===== src/rtl/rstchk_pkg.sv =====
package rstchk_pkg;

    localparam int NUM_RULES = 6;
    localparam int CODE_W    = 4;

    typedef enum logic [2:0] {
        RULE_DRIVE  = 3'd0,
        RULE_COMMIT = 3'd1,
        RULE_ACT    = 3'd2,
        RULE_REL    = 3'd3,
        RULE_DEF    = 3'd4,
        RULE_SEQ    = 3'd5
    } rule_e;

    typedef logic [NUM_RULES-1:0] rule_vec_t;

    // Bus signals as seen at one rising edge
    typedef struct packed {
        logic sel;
        logic en;
        logic wr;
        logic rdy;
        logic drv;
    } bus_snap_t;

    // Recorded history used by the rules
    typedef struct packed {
        logic vld;       // at least one edge since the last clear
        logic rst_n_q;   // reset level at the previous rising edge
        logic sel_q;
        logic en_q;
        logic armed;     // waiting for the first selected cycle after reset
        logic neg_rst_n; // reset level at the latest falling edge
    } hist_t;

    // Lowest set rule index, plus one; 0 when nothing set
    function automatic logic [CODE_W-1:0] first_code(rule_vec_t v);
        logic [CODE_W-1:0] c;
        c = '0;
        for (int i = NUM_RULES - 1; i >= 0; i--) begin
            if (v[i]) c = CODE_W'(i + 1);
        end
        return c;
    endfunction

endpackage


===== src/rtl/rstchk_history.sv =====
module rstchk_history
    import rstchk_pkg::*;
#(
    parameter int NREG  = 2,
    parameter int REG_W = 8,
    localparam int TAP_W = NREG * REG_W
) (
    input  logic             clk,
    input  logic             chk_clr,
    input  logic             bus_rst_n,
    input  logic             sel,
    input  logic             en,
    input  logic [TAP_W-1:0] taps,
    output hist_t            hist,
    output logic [TAP_W-1:0] taps_q
);

    logic vld_r, rst_q_r, sel_q_r, en_q_r, armed_r, neg_r;

    // Rising-edge history
    always_ff @(posedge clk) begin
        if (chk_clr) begin
            vld_r   <= 1'b0;
            rst_q_r <= 1'b0;
            sel_q_r <= 1'b0;
            en_q_r  <= 1'b0;
            armed_r <= 1'b0;
            taps_q  <= '0;
        end else begin
            vld_r   <= 1'b1;
            rst_q_r <= bus_rst_n;
            sel_q_r <= sel;
            en_q_r  <= en;
            taps_q  <= taps;
            if (!bus_rst_n)
                armed_r <= 1'b1;
            else if (sel)
                armed_r <= 1'b0;
        end
    end

    // Falling-edge sample of the reset; only read once vld_r is set,
    // by which time a falling edge has always refreshed it
    always_ff @(negedge clk) begin
        neg_r <= bus_rst_n;
    end

    always_comb begin
        hist.vld       = vld_r;
        hist.rst_n_q   = rst_q_r;
        hist.sel_q     = sel_q_r;
        hist.en_q      = en_q_r;
        hist.armed     = armed_r;
        hist.neg_rst_n = neg_r;
    end

    // leaving a reset edge the first-transfer watch is armed
    assert_arm_after_reset_R6: assert property (@(posedge clk) disable iff (chk_clr)
        !bus_rst_n |=> armed_r);

endmodule


===== src/rtl/rstchk_rules.sv =====
module rstchk_rules
    import rstchk_pkg::*;
#(
    parameter int NREG  = 2,
    parameter int REG_W = 8,
    localparam int TAP_W = NREG * REG_W,
    parameter logic [TAP_W-1:0] TAP_DEFAULTS = '0
) (
    input  logic             bus_rst_n,
    input  bus_snap_t        snap,
    input  hist_t            hist,
    input  logic [TAP_W-1:0] taps,
    input  logic [TAP_W-1:0] taps_q,
    output rule_vec_t        viol
);

    logic [NREG-1:0] chg;
    logic [NREG-1:0] mis;

    for (genvar g = 0; g < NREG; g++) begin : g_tap
        assign chg[g] = taps[g*REG_W +: REG_W] != taps_q[g*REG_W +: REG_W];
        assign mis[g] = taps[g*REG_W +: REG_W] != TAP_DEFAULTS[g*REG_W +: REG_W];
    end

    logic in_rst, released_now;

    always_comb begin
        in_rst       = !bus_rst_n;
        released_now = hist.vld && !hist.rst_n_q && bus_rst_n;
        viol         = '0;

        viol[RULE_DRIVE]  = in_rst && snap.drv;
        viol[RULE_COMMIT] = in_rst && snap.sel && snap.en && snap.rdy && snap.wr;
        viol[RULE_ACT]    = hist.vld && in_rst && !hist.rst_n_q
                            && (hist.sel_q || hist.en_q) && (|chg);
        viol[RULE_REL]    = hist.vld && !hist.rst_n_q && hist.neg_rst_n;
        viol[RULE_DEF]    = released_now && (|mis);
        viol[RULE_SEQ]    = bus_rst_n && hist.armed && snap.sel && snap.en;
    end

endmodule


===== src/rtl/rstchk_log.sv =====
module rstchk_log
    import rstchk_pkg::*;
#(
    parameter int CNT_W = 16
) (
    input  logic                          clk,
    input  logic                          chk_clr,
    input  rule_vec_t                     viol,
    output logic [NUM_RULES-1:0]          flags,
    output logic [CODE_W-1:0]             code,
    output logic [NUM_RULES*CNT_W-1:0]    stamps
);

    localparam logic [CNT_W-1:0] CNT_MAX = '1;

    logic [CNT_W-1:0] cnt;
    logic [CNT_W-1:0] stamp_r [NUM_RULES];
    logic [NUM_RULES-1:0] flag_r;

    // Edge counter, saturating
    always_ff @(posedge clk) begin
        if (chk_clr)
            cnt <= '0;
        else if (cnt != CNT_MAX)
            cnt <= cnt + 1'b1;
    end

    for (genvar gi = 0; gi < NUM_RULES; gi++) begin : g_flag
        always_ff @(posedge clk) begin
            if (chk_clr) begin
                flag_r[gi]  <= 1'b0;
                stamp_r[gi] <= '0;
            end else if (viol[gi] && !flag_r[gi]) begin
                flag_r[gi]  <= 1'b1;
                stamp_r[gi] <= cnt;
            end
        end
        assign stamps[gi*CNT_W +: CNT_W] = stamp_r[gi];

        assert_flag_sticky_R7: assert property (@(posedge clk) disable iff (chk_clr)
            flag_r[gi] |=> flag_r[gi]);

        assert_stamp_hold_R8: assert property (@(posedge clk) disable iff (chk_clr)
            flag_r[gi] |=> $stable(stamp_r[gi]));
    end

    assign flags = flag_r;

    always_ff @(posedge clk) begin
        if (chk_clr)
            code <= '0;
        else if (code == '0 && (|viol))
            code <= first_code(viol);
    end

    assert_code_hold_R9: assert property (@(posedge clk) disable iff (chk_clr)
        (code != '0) |=> $stable(code));

    assert_code_none_R9: assert property (@(posedge clk) disable iff (chk_clr)
        (code == '0) |-> (flag_r == '0));

endmodule


===== src/rtl/rstchk_monitor.sv =====
module rstchk_monitor
    import rstchk_pkg::*;
#(
    parameter int NREG  = 2,
    parameter int REG_W = 8,
    parameter int CNT_W = 16,
    parameter logic [NREG*REG_W-1:0] TAP_DEFAULTS = 16'hA53C
) (
    input  logic                       pclk,
    input  logic                       bus_rst_n,
    input  logic                       chk_clr,
    input  logic                       psel,
    input  logic                       penable,
    input  logic                       pwrite,
    input  logic                       pready,
    input  logic                       rd_drive,
    input  logic [NREG*REG_W-1:0]      tap_bus,
    output logic [NUM_RULES-1:0]       err_flags,
    output logic [CODE_W-1:0]          err_code,
    output logic [NUM_RULES*CNT_W-1:0] err_stamps
);

    localparam int TAP_W = NREG * REG_W;

    bus_snap_t        snap;
    hist_t            hist;
    logic [TAP_W-1:0] taps_q;
    rule_vec_t        viol;

    always_comb begin
        snap.sel = psel;
        snap.en  = penable;
        snap.wr  = pwrite;
        snap.rdy = pready;
        snap.drv = rd_drive;
    end

    rstchk_history #(.NREG(NREG), .REG_W(REG_W)) u_hist (
        .clk       (pclk),
        .chk_clr   (chk_clr),
        .bus_rst_n (bus_rst_n),
        .sel       (psel),
        .en        (penable),
        .taps      (tap_bus),
        .hist      (hist),
        .taps_q    (taps_q)
    );

    rstchk_rules #(.NREG(NREG), .REG_W(REG_W), .TAP_DEFAULTS(TAP_DEFAULTS)) u_rules (
        .bus_rst_n (bus_rst_n),
        .snap      (snap),
        .hist      (hist),
        .taps      (tap_bus),
        .taps_q    (taps_q),
        .viol      (viol)
    );

    rstchk_log #(.CNT_W(CNT_W)) u_log (
        .clk     (pclk),
        .chk_clr (chk_clr),
        .viol    (viol),
        .flags   (err_flags),
        .code    (err_code),
        .stamps  (err_stamps)
    );

    // driving read data in reset is recorded on the next edge
    assert_quiet_drive_R1: assert property (@(posedge pclk) disable iff (chk_clr)
        (!bus_rst_n && rd_drive) |=> err_flags[RULE_DRIVE]);

    // a full write handshake in reset is recorded
    assert_no_commit_R2: assert property (@(posedge pclk) disable iff (chk_clr)
        (!bus_rst_n && psel && penable && pready && pwrite) |=> err_flags[RULE_COMMIT]);

    // access without setup after reset is recorded
    assert_setup_first_R6: assert property (@(posedge pclk) disable iff (chk_clr)
        (bus_rst_n && hist.armed && psel && penable) |=> err_flags[RULE_SEQ]);

endmodule


===== config.mk =====
export PLATFORM = sky130hd
export DESIGN_NAME = rstchk_monitor
export DESIGN_NICKNAME = d
export VERILOG_FILES = /design/src/rtl/rstchk_pkg.sv /design/src/rtl/rstchk_history.sv /design/src/rtl/rstchk_rules.sv /design/src/rtl/rstchk_log.sv /design/src/rtl/rstchk_monitor.sv
export SDC_FILE = /design/constraint.sdc
export NUM_CORES = 1
export LEC_CHECK = 0
export BUFFER_PORTS_ARGS = -buffer_cell sky130_fd_sc_hd__buf_2
export CAP_MARGIN = 30
export CORE_MARGIN = 5
export CORE_UTILIZATION = 50
export CTS_BUF_LIST = sky130_fd_sc_hd__clkbuf_2
export CTS_CLUSTER_DIAMETER = 40
export DETAILED_ROUTE_END_ITERATION = 8
export PLACE_DENSITY_LB_ADDON = 0.3
export SETUP_SLACK_MARGIN = 0.05
export SLEW_MARGIN = 25
export SYNTH_ARGS = -nofsm -noshare
export SYNTH_HDL_FRONTEND = slang
export SYNTH_HIERARCHICAL = 1
export SYNTH_SLANG_ARGS = --single-unit

===== constraint.sdc =====
create_clock -name pclk -period 1.87 [get_ports pclk]
set_input_delay 0.187 -clock pclk [delete_from_list [all_inputs] [get_ports pclk]]
set_output_delay 0.187 -clock pclk [all_outputs]
set_load 0.02 [all_outputs]

==> flow_summary.toml, run 1 <==
[floorplanning]
die_x_um = 117
die_h_um = 117
coreArea_mm2 = 0.0113
io_pins = 130
rows = 39
initial_utilization_pct = 50.6
fp.dieArea_mm2 = 0.0137

[final_layout]
area_growth_pct = 32.7
nets = 665
layout_commonest_cell = "buf_2"
diodes = 0
fill_cells = 836
layout-drive-gt1-share_pct = 43.0
multi_input_area_mm2 = 0.00190
regArea_mm2 = 0.00384
fin_util_pct = 67.1
layout_common_cells = "buf_2, edfxtp_1, and2_1"

[global_routing]
grt_pass1_vias = 3923
grtUsageTotal_pct = 19.7
grt_pass1_wl_mm = 20.0
grt_max_degree = 38
antenna_found_initial = 0
grt-ovfl-total = 0

[timing]
drv_slew = 0
timing.hold.ws_ps = 254
skew_ps = 29.8
rsz0062_at_grt = "yes"
finalHoldViolCount = 0
tightest_slew_ps = 537
tns_ps = -3360
slew_headroom_pct = 64.0
setup_viol = 45
fin_ws_ps = -121

[cts]
cts.sinks = 143
path_clk_slew_ps = 200
tritoncts = "yes"
cts_buffers = 17
cts_htree_levels = 4
cts.path.max_buffers = 2
clockRootBuffer = "clkbuf_2"
insertion_delay_ps = 650

[min_path]
hp-start = "pwrite"
holdPathStages = 5
worst_hold_path_type = "in2reg"
holdPathEnd = "u_log/stamp_r[1][5]"

[routing]
routedWlPerCell_um = 16.8
drt_wl_total_mm = 13.4
drt_iter0_drc = 237
dr_total_vias = 4003
drc_errors = 0
first_pass_iters = 5
drtAntennaViolNets = 0
viasPerCell = 5.03

[pwr]
ir_drop_mv = 0.408
leakage_nw = 3.20
power_density_mw_per_mm2 = 826

[critical_path]
r2r_slack_ps = -120
crit_buf_inv = 1
r2r_end = "u_log/stamp_r[3][13]"
required_ps = 2240
cp-end-kind = "flip-flop"
crit_type = "reg2reg"
worstPathMaxFanout = 16
cp_slowest_cell = "dfxtp_1"
r2r_start = "u_hist/neg_r"
critPathMaxStageDelay_ps = 300
startpoint_type = "flip-flop"
critical_path_depth = 4
cp_common_cell = "nand2b_4"
crit_arrival_ps = 2360
crit_chain = "and2_4 -> nand2b_4 -> nand2b_4 -> buf_12"
path_delay_family = "simple AND/OR/NAND/NOR gates"
reg2reg_depth = 4

[flow_run]
drv_cap = 0

[outcome]
violations = "negative setup slack"
run_status = "complete, but fails checks"

[yosys]
synth_edf_count = 96
synth_top_cell_by_area = "edfxtp_1"
ys_seq_area_share_pct = 66.8
ys_ff_latch = 143
synth.avg_cell_area_um2 = 12.8
synth.distinct_cells = 49
synthTopCellsByArea = "edfxtp_1, dfxtp_1, and2_1"
synthCells = 448
syn_nets = 473
syn_area_mm2 = 0.00573
ys_warn_count = 6
synthArstFlopShare_pct = 0
synth_top_area_share_pct = 50.3
synth-main-ff-cell = "edfxtp_1"

[placement]
port_buffers = 128
gp_congestion = 0.836
dp_hpwl_mm = 9.11
==> worst register-to-register path, cell delays in order, from the launching register on <==
cell,delay [ps]
dfxtp_1,300
and2_4,180
nand2b_4,100
nand2b_4,90
buf_12,150
==> per-layer routing <==
layer | up-vias | routed length [um] | global-route usage, % | part of all wire, %
li1 | 1944 | - | - | -
met1 | 1904 | 5160 | 23.7 | 39
met2 | 136 | 7020 | 34.5 | 53
met3 | 19 | 964 | 4.73 | 7.2
met4 | 0 | 223 | 7.49 | 1.7
met5 | - | 0 | 0 | 0
==> kinds of logic after synthesis <==
group	after synthesis	share of synthesized area (%)
compound gates	27	2.80
xor+xnor	18	2.88
fa+ha+maj	1	0.218
buf+inv	39	3.45
flops	143	66.8
mux	3	0.546
other cells	1	0.0655
simple gates	216	23.3
==> synthesized netlist by cell type (all sizes together) (4+ instances only) <==
library cell	count
nand4	11
or3	4
buf	11
dfxtp	47
nor3	32
nor2	31
and2	73
xnor2	17
clkbuf	19
nor4	6
edfxtp	96
nor2b	23
nand2b	14
nand3	5
o21ai	7
a21oi	12
inv	9
==> metrics by stage <==
| step | power (mW) | cell area [um2] | cells | setup WS, ps |
|---|---|---|---|---|
| 6_report | 6.28 | 7600 | 796 | -121 |
| 5_1_grt | 6.55 | 7600 | 796 | -177 |
| 4_1_cts | 6.30 | 7480 | 793 | -107 |
| 3_5_place_dp | 4.27 | 6830 | 736 | -244 |
| 3_3_place_gp | 4.26 | 6830 | 736 | -171 |
| 2_1_floorplan | 4.00 | 5750 | 448 | -262 |
==> what timing repair did <==
| item | 4_1_cts | 5_1_grt |
|---|---|---|
| hold endpoints to repair | 26 | 1 |
| gates resized for setup | 29 | 24 |
| gates cloned | 2 | 0 |
| hold buffers | 21 | 2 |
| buffers inserted | 2 | 1 |
| setup endpoints to repair | 72 | 97 |
| pin swaps | 24 | 10 |
==> final cells by class <==
type                    instances  share of cell area (%)
clock buffers                  19                    1.25
clock inverters                14                    2.50
inverters                       8                   0.395
multi-input cells             267                    25.0
flip-flops and latches        143                    50.5
well taps                     143                    2.35
repair buffers                202                    17.9
==> state kept, by name, indices dropped and copies added, names as in the netlist <==
signal / count
u_log/flags: 6
u_hist/taps_q: 16
u_hist/armed_r: 1
u_log/cnt: 16
u_hist/rst_q_r: 1
u_log/code: 3
u_log/stamp_r: 96
u_hist/en_q_r: 1
u_hist/sel_q_r: 1
u_hist/vld_r: 1
u_hist/neg_r: 1
==> worst max path at each step <==
stage	slack (ps)	to	start
2_1_floorplan	-260	u_log/stamp_r[3][3]	u_hist/neg_r
3_5_place_dp	-240	u_log/stamp_r[3][9]	u_hist/neg_r
3_3_place_gp	-170	u_log/stamp_r[3][15]	u_hist/neg_r
5_1_grt	-180	u_log/stamp_r[3][13]	u_hist/neg_r
4_1_cts	-110	u_log/stamp_r[3][3]	u_hist/neg_r
6_report	-120	u_log/stamp_r[3][13]	u_hist/neg_r
==> where the power goes <==
group          total, mW  switching [mW]  internal (mW)
logic              0.719           0.417          0.301
registers           3.57          0.0590           3.51
clock network       1.99            1.10          0.898
total               6.28            1.57           4.71
No activity file was read; power rests on OpenSTA's default activity.
==> run 2: changes to the inputs <==
--- a/config.mk
+++ b/config.mk
@@ -13,6 +13,7 @@
 export CTS_CLUSTER_DIAMETER = 40
 export DETAILED_ROUTE_END_ITERATION = 8
 export PLACE_DENSITY_LB_ADDON = 0.3
+export RECOVER_POWER = 50
 export SETUP_SLACK_MARGIN = 0.05
 export SLEW_MARGIN = 25
 export SYNTH_ARGS = -nofsm -noshare
==> run 2 against run 1 <==
Against the previous run:
- the flow still finishes with violations (negative setup slack)
- via count up 0.20%
- sequential power about the same
- critical path depth up 1
- flip-flop and latch count unchanged
- first-iteration DRC count down 15%
- final cell count unchanged
- clock skew down 7.1 ps
- combinational power down 3.6%
- critical endpoint is now u_log/code[1]
- sequential share of layout area up 0.74 points
- final area down 1.4%
- clock power about the same
- largest cell class unchanged
- clock-buffer cell count unchanged
==> flow_summary.toml, run 2 (synthesis gave the netlist of run 1 again) <==
[outcome]
run_status = "complete, but fails checks"
violations = "negative setup slack"

[cts]
cts_htree_levels = 4
cts_buffers = 17
cts.path.max_buffers = 2
cts.sinks = 143
tritoncts = "yes"
path_clk_slew_ps = 200
clockRootBuffer = "clkbuf_2"
insertion_delay_ps = 640

[global_routing]
antenna_found_initial = 0
grt_max_degree = 38
grt_pass1_wl_mm = 20.0
grt-ovfl-total = 0
grtUsageTotal_pct = 19.7
grt_pass1_vias = 3923

[pwr]
pwr-share-seq_pct = 57.1
p_switching_mw = 1.57
p_sw_share_pct = 25.1
ir_drop_mv = 0.407
internal_power_mw = 4.69
pwr-share-comb_pct = 11.1
leakage_nw = 2.97
clkPwrFrac_pct = 31.8
power_density_mw_per_mm2 = 835

[floorplanning]
io_pins = 130
initial_utilization_pct = 50.6
rows = 39
die_h_um = 117
die_x_um = 117
fp.dieArea_mm2 = 0.0137
coreArea_mm2 = 0.0113

[final_layout]
layout-drive-gt1-share_pct = 33.1
largestRegisters = "u_log/stamp_r (96), u_hist/taps_q (16), u_log/cnt (16)"
area_growth_pct = 30.8
diodes = 0
layout_common_cells = "edfxtp_1, buf_2, clkbuf_1, and2_1, buf_4"
nets = 665
regMostFlops = "u_log/stamp_r"
layout_commonest_cell = "edfxtp_1"
largest_reg_flops = 96

[timing]
tns_ps = -3690
setup_viol = 45
slew_headroom_pct = 47.0
skew_ps = 22.7
tightest_slew_ps = 795
timing.hold.ws_ps = 267
rsz0062_at_grt = "yes"
fin_ws_ps = -123
finalHoldViolCount = 0
drv_slew = 0

[routing]
drc_errors = 0
drt_wl_total_mm = 13.4
viasPerCell = 5.04
first_pass_iters = 4
drt_iter0_drc = 202
drtAntennaViolNets = 0
routedWlPerCell_um = 16.9
dr_total_vias = 4011

[placement]
gp_congestion = 0.836
dp_hpwl_mm = 9.11
place_ws_ps = -244
port_buffers = 128

[critical_path]
reg2reg_depth = 5
cp-end-kind = "flip-flop"
r2r_slack_ps = -120
r2r_end = "u_log/code[1]"
required_ps = 2380
crit_type = "reg2reg"
startpoint_type = "flip-flop"
worstPathMaxFanout = 5
r2r_start = "u_hist/neg_r"
crit_arrival_ps = 2510

[flow_run]
drv_cap = 0

[min_path]
worst_hold_path_type = "in2reg"
holdPathStages = 5
holdPathEnd = "u_log/stamp_r[1][5]"
hp-start = "pwrite"
run 2: critical path: stages (launching register included):
cell,delay [ps]
dfxtp_1,300
and2_4,180
nor2_1,60
a211o_1,250
a21oi_1,120
nor2_1,50
run 2: worst max-delay path by stage:
| stage | to | start | cells past startpoint |
|---|---|---|---|
| 2_1_floorplan | u_log/stamp_r[3][3] | u_hist/neg_r | 6 |
| 4_1_cts | u_log/stamp_r[3][3] | u_hist/neg_r | 4 |
| 6_report | u_log/code[1] | u_hist/neg_r | 5 |
| 5_1_grt | u_log/stamp_r[3][13] | u_hist/neg_r | 4 |
| 3_3_place_gp | u_log/stamp_r[3][15] | u_hist/neg_r | 4 |
| 3_5_place_dp | u_log/stamp_r[3][9] | u_hist/neg_r | 4 |
run 2: repair_timing:
item,CTS,global route
pin swaps,24,10
setup endpoints to repair,72,97
gates cloned,2,0
buffers inserted,2,1
resized for setup,29,24
hold buffers,21,2
hold endpoints to repair,26,1
run 2: stage by stage:
stage | std cells | instance area, um2 | power [mW] | utilization, %
final | 796 | 7490 | 6.26 | 66.2
after global routing | 796 | 7490 | 6.52 | 66.2
after CTS | 793 | 7480 | 6.30 | 66.1
after detailed placement | 736 | 6830 | 4.27 | 60.3
after global placement | 736 | 6830 | 4.26 | 60.3
after floorplan | 448 | 5750 | 4.00 | -
run 2: final cells by class:
type	instances	area (um2)
Clock buffer	19	95.1
Tap cell	143	179
Inverter	8	30.0
Timing Repair Buffer	202	1260
Multi-Input combinational cell	267	1900
Sequential cell	143	3840
Fill cell	887	3830
Clock inverter	14	190
run 2: power by group through the flow:
stage	Combinational [mW]	Clock [mW]	Sequential [mW]
6_report	0.693	1.99	3.57
5_1_grt	0.742	2.19	3.59
4_1_cts	0.703	2.03	3.57
2_1_floorplan	0.213	0.00669	3.78
3_3_place_gp	0.620	0.00669	3.63
3_5_place_dp	0.633	0.00669	3.63
run 2: routing by layer:
layer,up-vias,track usage (%),wire [um]
li1,1946,-,-
met1,1897,23.7,5140
met2,148,34.5,6990
met3,20,4.73,1060
met4,0,7.49,246
met5,-,0,0
==> run 3: changes to the inputs <==
--- a/config.mk
+++ b/config.mk
@@ -7,7 +7,7 @@
 export LEC_CHECK = 0
 export BUFFER_PORTS_ARGS = -buffer_cell sky130_fd_sc_hd__buf_2
 export CAP_MARGIN = 30
-export CORE_MARGIN = 5
+export CORE_MARGIN = 2
 export CORE_UTILIZATION = 50
 export CTS_BUF_LIST = sky130_fd_sc_hd__clkbuf_2
 export CTS_CLUSTER_DIAMETER = 40
@@ -18,5 +18,4 @@
 export SLEW_MARGIN = 25
 export SYNTH_ARGS = -nofsm -noshare
 export SYNTH_HDL_FRONTEND = slang
-export SYNTH_HIERARCHICAL = 1
 export SYNTH_SLANG_ARGS = --single-unit
==> run 3 against run 2 <==
Against the previous run:
- the run still ends with negative setup slack left
- final cell count shrank 2.4%
- critical path type unchanged
- highest routed layer unchanged
- worst setup slack improved by 40 ps
- clock power decreased by 11%
- synthesized cell count decreased by 5.4%
==> flow_summary.toml, run 3 <==
[outcome]
run_status = "complete, but fails checks"
violations = "negative setup slack"

[timing]
fin_ws_ps = -82.6
tightest_slew_ps = 587
setup_viol = 33
rsz0062_at_grt = "yes"
skew_ps = 23.6
finalHoldViolCount = 0
tns_ps = -1790
drv_slew = 0
slew_headroom_pct = 60.8

[cts]
cts_buffers = 17
insertion_delay_ps = 670
path_clk_slew_ps = 190
cts_htree_levels = 4
clockRootBuffer = "clkbuf_2"
cts.path.max_buffers = 2
tritoncts = "yes"
cts.sinks = 143

[final_layout]
area_growth_pct = 30.6
diodes = 0
largestRegisters = "u_log.stamp_r (96), u_hist.taps_q (16), u_log.cnt (16)"
fin_util_pct = 67.2
layout-drive-gt1-share_pct = 27.2
fin_area_mm2 = 0.00728
largest_reg_flops = 96
regMostFlops = "u_log.stamp_r"
layout_commonest_cell = "edfxtp_1"
layout_common_cells = "edfxtp_1, buf_2, and2_1"
nets = 649

[floorplanning]
die_x_um = 110
fp.dieArea_mm2 = 0.0120
initial_utilization_pct = 51.4
coreArea_mm2 = 0.0108
io_pins = 130
die_h_um = 110
rows = 38

[yosys]
synthTopCellsByArea = "edfxtp_1, dfxtp_1, and2_1"
syn_area_mm2 = 0.00558
synth_simple_gate_area_share_pct = 20.6
synth-main-ff-cell = "edfxtp_1"
yosysMostFrequentCell = "edfxtp_1"
yosys-top-cells-count = "edfxtp_1, and2_1, dfxtp_1"
synth_compound_area_share_pct = 4.15
synth_fa_ha_area_share_pct = 0.224
synth_top_family_by_area = "simple AND/OR/NAND/NOR gates"
synth_edf_count = 96
synth_top_area_share_pct = 51.7
ys_ff_latch = 143
synth.distinct_cells = 50
synth.area.mux_share_pct = 0.179
synthCells = 424
synthArstFlopShare_pct = 0
syn_nets = 449
ys_seq_area_share_pct = 68.6
synth.avg_cell_area_um2 = 13.2
ys_warn_count = 0
synthXorXnorAreaFrac_pct = 3.93
synth_top_cell_by_area = "edfxtp_1"

[routing]
drc_errors = 0
first_pass_iters = 7
drt_wl_total_mm = 12.4
drtAntennaViolNets = 0
dr_total_vias = 3876
drt_iter0_drc = 140
viasPerCell = 4.99
routedWlPerCell_um = 15.9

[pwr]
pwr-share-seq_pct = 59.9
leakage_nw = 2.99
power_mw = 5.96
pwr-share-comb_pct = 10.5
power_density_mw_per_mm2 = 819
ir_drop_mv = 0.487
p_sw_share_pct = 24.9
internal_power_mw = 4.48
p_switching_mw = 1.48
clkPwrFrac_pct = 29.6

[critical_path]
startpoint_type = "flip-flop"
critical_path_depth = 3
crit_end = "u_log.stamp_r[3][15]"
r2r_start = "u_hist.neg_r"
required_ps = 2270
r2r_end = "u_log.stamp_r[3][15]"
crit_type = "reg2reg"
crit_chain = "nand2_4 -> o21ai_4 -> buf_12"
worstPathMaxFanout = 16
path_delay_family = "flip-flops"
crit_arrival_ps = 2350
crit_buf_inv = 1
cp_slowest_cell = "dfxtp_2"
r2r_slack_ps = -80
reg2reg_depth = 3
critPathMaxStageDelay_ps = 340
cp-end-kind = "flip-flop"
cp-startpoint = "u_hist.neg_r"

[global_routing]
grt_pass1_wl_mm = 18.8
grt_max_degree = 54
grt_pass1_vias = 3758
grt-ovfl-total = 0
antenna_found_initial = 0
grtUsageTotal_pct = 21.4

[placement]
dp_hpwl_mm = 8.14
place_area_mm2 = 0.00657
gp_congestion = 0.789
place_ws_ps = -339
port_buffers = 128

[min_path]
holdPathStages = 4
worst_hold_path_type = "in2reg"

[flow_run]
drv_cap = 0
-- run 3: worst min-delay path by stage --
stage,start,end,slack [ps]
6_report,pready,u_log.stamp_r[1][7],130
5_1_grt,pready,u_log.stamp_r[1][7],70
4_1_cts,pready,u_log.stamp_r[1][7],60
3_5_place_dp,tap_bus[15],u_hist.taps_q[15],450
3_3_place_gp,penable,u_hist.en_q_r,430
2_1_floorplan,bus_rst_n,u_hist.armed_r,280
-- run 3: routing by layer --
| layer | global-route usage (%) | routed length [um] | vias up |
|---|---|---|---|
| met5 | 0 | 0 | - |
| met3 | 6.16 | 786 | 16 |
| met4 | 6.06 | 155 | 0 |
| li1 | - | - | 1891 |
| met1 | 25.9 | 5050 | 1837 |
| met2 | 37.3 | 6360 | 132 |
-- run 3: cell families after synthesis --
group / after synthesis
fa+ha+maj: 1
simple gates: 189
flops: 143
xor+xnor: 25
mux: 1
buf+inv: 32
other cells: 1
compound gates: 32
-- run 3: cell type report --
type                    instances  area [um2]
clock inverters                15         151
clock buffers                  18        90.1
multi-input cells             249        1710
inverters                       8        30.0
repair buffers                204        1290
fillers                       808        3560
well taps                     140         175
flip-flops and latches        143        3830
-- run 3: power groups by stage --
stage | Sequential, mW | Combinational (mW) | Clock, mW
after global routing | 3.58 | 0.676 | 1.92
final | 3.57 | 0.626 | 1.77
after floorplan | 3.78 | 0.176 | 0.00669
after detailed placement | 3.64 | 0.554 | 0.00669
after global placement | 3.63 | 0.542 | 0.00669
after CTS | 3.57 | 0.640 | 1.80
-- run 3: timing repair --
action,CTS,global route
endpoints found under the setup margin,65,56
hold buffers,41,0
gates cloned,1,0
pin swaps,17,8
resized for setup,16,5
setup buffers,3,4
endpoints found under the hold margin,39,0
-- run 3: stage by stage --
stage	cells	hold slack, ps
4_1_cts	774	60.3
3_5_place_dp	697	446
5_1_grt	777	69.8
2_1_floorplan	424	279
3_3_place_gp	696	429
6_report	777	135
-- run 3: worst min-delay path: cells and delay by family --
family,cells,cell delay (ps)
buf+inv,1,90
simple gates,3,370
